==> src/rtl/wzext_slli.sv <==
module wzext_slli #(
  parameter int XLEN   = 64,
  parameter bit LEGACY = 1'b0
) (
  input  logic [31:0]     insn,
  input  logic [XLEN-1:0] src,
  output logic            hit,
  output logic [4:0]      rd,
  output logic [XLEN-1:0] result,
  output logic            illegal
);
  localparam bit WIDE_OK = (XLEN == 64);

  logic       base;
  logic [6:0] amt;
  logic       resv;
  logic       bad;
  logic [XLEN-1:0] word;
  logic [XLEN-1:0] shifted;

  assign base = (insn[6:0] == 7'b0011011) && (insn[14:12] == 3'b001)
             && (insn[31:27] == 5'b00001);

  generate
    if (LEGACY) begin : g_mask
      assign amt  = insn[26:20] & 7'(XLEN - 1);
      assign resv = 1'b0;
    end else begin : g_strict
      assign amt  = {1'b0, insn[25:20]};
      assign resv = insn[26];
    end
  endgenerate

  assign bad     = base && (!WIDE_OK || resv);
  assign word    = XLEN'(src[31:0]);
  assign shifted = word << amt;

  assign hit     = base;
  assign rd      = base ? insn[11:7] : 5'd0;
  assign illegal = bad;
  assign result  = (base && !bad) ? shifted : '0;

  wire unused_bits = ^{insn[19:15], src};
endmodule


==> config.mk <==
export PLATFORM = sky130hd
export DESIGN_NAME = wzext_slli
export DESIGN_NICKNAME = d
export VERILOG_FILES = /design/src/rtl/wzext_slli.sv
export SDC_FILE = /design/constraint.sdc
export NUM_CORES = 1
export LEC_CHECK = 0
export BUFFER_PORTS_ARGS = -buffer_cell sky130_fd_sc_hd__buf_2
export CAP_MARGIN = 40
export CELL_PAD_IN_SITES_DETAIL_PLACEMENT = 2
export CELL_PAD_IN_SITES_GLOBAL_PLACEMENT = 2
export CORE_MARGIN = 1.5
export CORE_UTILIZATION = 22
export DETAILED_ROUTE_END_ITERATION = 10
export PLACE_DENSITY_LB_ADDON = 0.1
export SYNTH_ARGS = -nofsm -noshare
export SYNTH_HDL_FRONTEND = slang
export SYNTH_SLANG_ARGS = --single-unit
==> constraint.sdc <==
create_clock -name vclk -period 2
set_input_delay 0.2 -clock vclk [all_inputs]
set_output_delay 0.2 -clock vclk [all_outputs]
set_load 0.02 [all_outputs]
==> impl_metrics.toml <==
[outcome]
status = "finished with violations"
violations = "negative setup slack"

[setup_path]
end_kind = "output port"
start_kind = "input pin"
path_class = "in -> out"
cp.required_ns = 1.80
crit_fanout = 6
crit_arrival_ns = 2.26

[timing]
tightest_slew_ns = 0.682
timing.final.crit_share_pct = 123
worst_slack_ns = -0.456
grt_setup_unrepaired = "true"
hold_viol = 0
slew_headroom_pct = 54.4
final.min_clock_period_ns = 2.46
maxSlewViolCount = 0
max_freq_mhz = 407
finalSetupTns_ns = -16.57
hold_ws_ns = 0.719
setup_viol = 58

[cells_and_area]
drive_gt1_share_pct = 65.3
syn_to_final_growth_pct = 92.9
finalNetCount = 764
numSequentialCells = 0
num_antenna_cells = 0
fillers = 1587
nClkBuffers = 0
register_area_sq_um = 0

[grt]
grt_pass1_vias = 4982
antenna_found_initial = 0
grt_pass1_wl_microns = 30100
grt_overflow = 0
grt.total_usage_pct = 26.5
grt_max_degree = 30

[detailed_routing]
drc = 0
drt_iter0_markers = 235
wirelength_microns = 21200
vias = 4826
wl_per_cell_microns = 25.0
first_pass_iters = 4
vias_per_cell = 5.70
antenna_left = 0

[synthesis]
synthAdderAreaFrac_pct = 0
synth_common_cells = "56 x nor2_1, 44 x nand2_1, 31 x mux2i_1"
synth-xor-area-share_pct = 0
ys_seq_area_share_pct = 0
netlist-cell-type-count = 56
yosysTopAreaCell = "mux4_2"
ys_top_cells_by_area = "mux4_2 20%, mux2i_1 10%, mux2_2 8.7%"
synth_top_area_share_pct = 19.7
synth_top_family_by_area = "multiplexers"
syn-num-nets = 506
synth-compound-area-share_pct = 26.4
synthCells = 410
ys_warn_count = 0
synthSimpleGateAreaFrac_pct = 24.5
synthMuxAreaShare_pct = 42.2
syn_area_per_cell_sq_um = 7.53
post-synth-top-count-cell = "nor2_1"
syn_area_sq_um = 3090

[pwr]
power.total_uw = 1550
leakagePower_uw = 0.00259
peakVddDrop_mv = 0.118
powerDensity_nw_per_um2 = 260

[placed_design]
hpwl_microns = 15900
gp_congestion = 0.935
port_buffers = 130

[min_path]
min_path_type = "in -> out"
worstHoldStart = "insn[8]"
min_to = "rd[1]"
min_path_cells = 3

[floorplan]
fp.dieW_microns = 122
start_util_pct = 22.4
fp.dieH_microns = 122
die-area_sq_um = 14800
io_pins = 167
rows = 43
core_area_sq_um = 13800

[job]
maxCapViolations = 0

[clocking]
cts_hold_buf = 0
worst max path at each step:
stage               slack (ns)    endpoint  startpoint  cells past startpoint
CTS                      -0.37  result[34]    insn[20]                     10
global route             -0.60  result[34]    insn[20]                     10
detailed placement       -0.62  result[34]    insn[20]                     10
global placement         -0.51  result[34]    insn[20]                     10
floorplan              -0.0005  result[58]    insn[22]                      7
finish                   -0.46  result[34]    insn[20]                     10
layer usage:
metal	wire, microns	vias up	track usage (%)
met1	8820	2464	35.7
li1	-	2134	-
met5	0	-	0
met4	492	0	5.29
met3	1070	29	1.74
met2	10800	199	46.9
cell usage in the layout (no fill, tap or decap), drive strengths merged, types with 6 or more instances in the layout:
master	synthesis	layout
a21oi	25	25
a221oi	6	6
a22oi	8	8
a31oi	6	6
and2	9	9
buf	17	292
inv	7	7
mux2	25	25
mux2i	31	31
mux4	31	31
nand2	44	44
nand3	13	13
nor2	56	56
nor3	9	9
o211ai	7	7
o21ai	15	15
o22ai	11	11
what timing repair did:
| item | 4_1_cts | 5_1_grt |
|---|---|---|
| gates resized for setup | 62 | 154 |
| pin swaps | 16 | 50 |
| gates cloned | 3 | 1 |
| buffers inserted | 13 | 12 |
| setup endpoints to repair | 64 | 64 |
cells by family after synthesis:
logic type,count (synthesis)
compound gates,117
mux,87
simple gates,162
buf+inv,44
layout make-up:
type,count,area [sq um],share of cell area (%)
well taps,180,225,3.78
inverters,7,26.3,0.441
repair buffers,293,2320,38.9
multi-input cells,366,3390,56.9
where the power goes:
part           switching [uW]  internal (uW)
sequential                  0              0
clock                       0              0
combinational             785            767
total                     785            767
critical path, cell delays in order:
cell      delay (ns)
buf_12          0.08
buf_12          0.11
buf_6           0.09
mux4_2          0.50
a222oi_1        0.47
buf_4           0.25
mux2i_1         0.09
o221ai_1        0.17
a21oi_1         0.09
buf_4           0.18
per-stage QoR:
| step | cells | cell area, sq um | util [%] | setup slack [ns] |
|---|---|---|---|---|
| 2_1_floorplan | 410 | 3110 | - | -0.000483 |
| 3_3_place_gp | 821 | 4910 | 35.6 | -0.508 |
| 3_5_place_dp | 821 | 4910 | 35.6 | -0.623 |
| 4_1_cts | 836 | 5280 | 38.3 | -0.368 |
| 5_1_grt | 846 | 5960 | 43.3 | -0.602 |
| 6_report | 846 | 5960 | 43.3 | -0.456 |
Power figures use the tool's default switching activity.
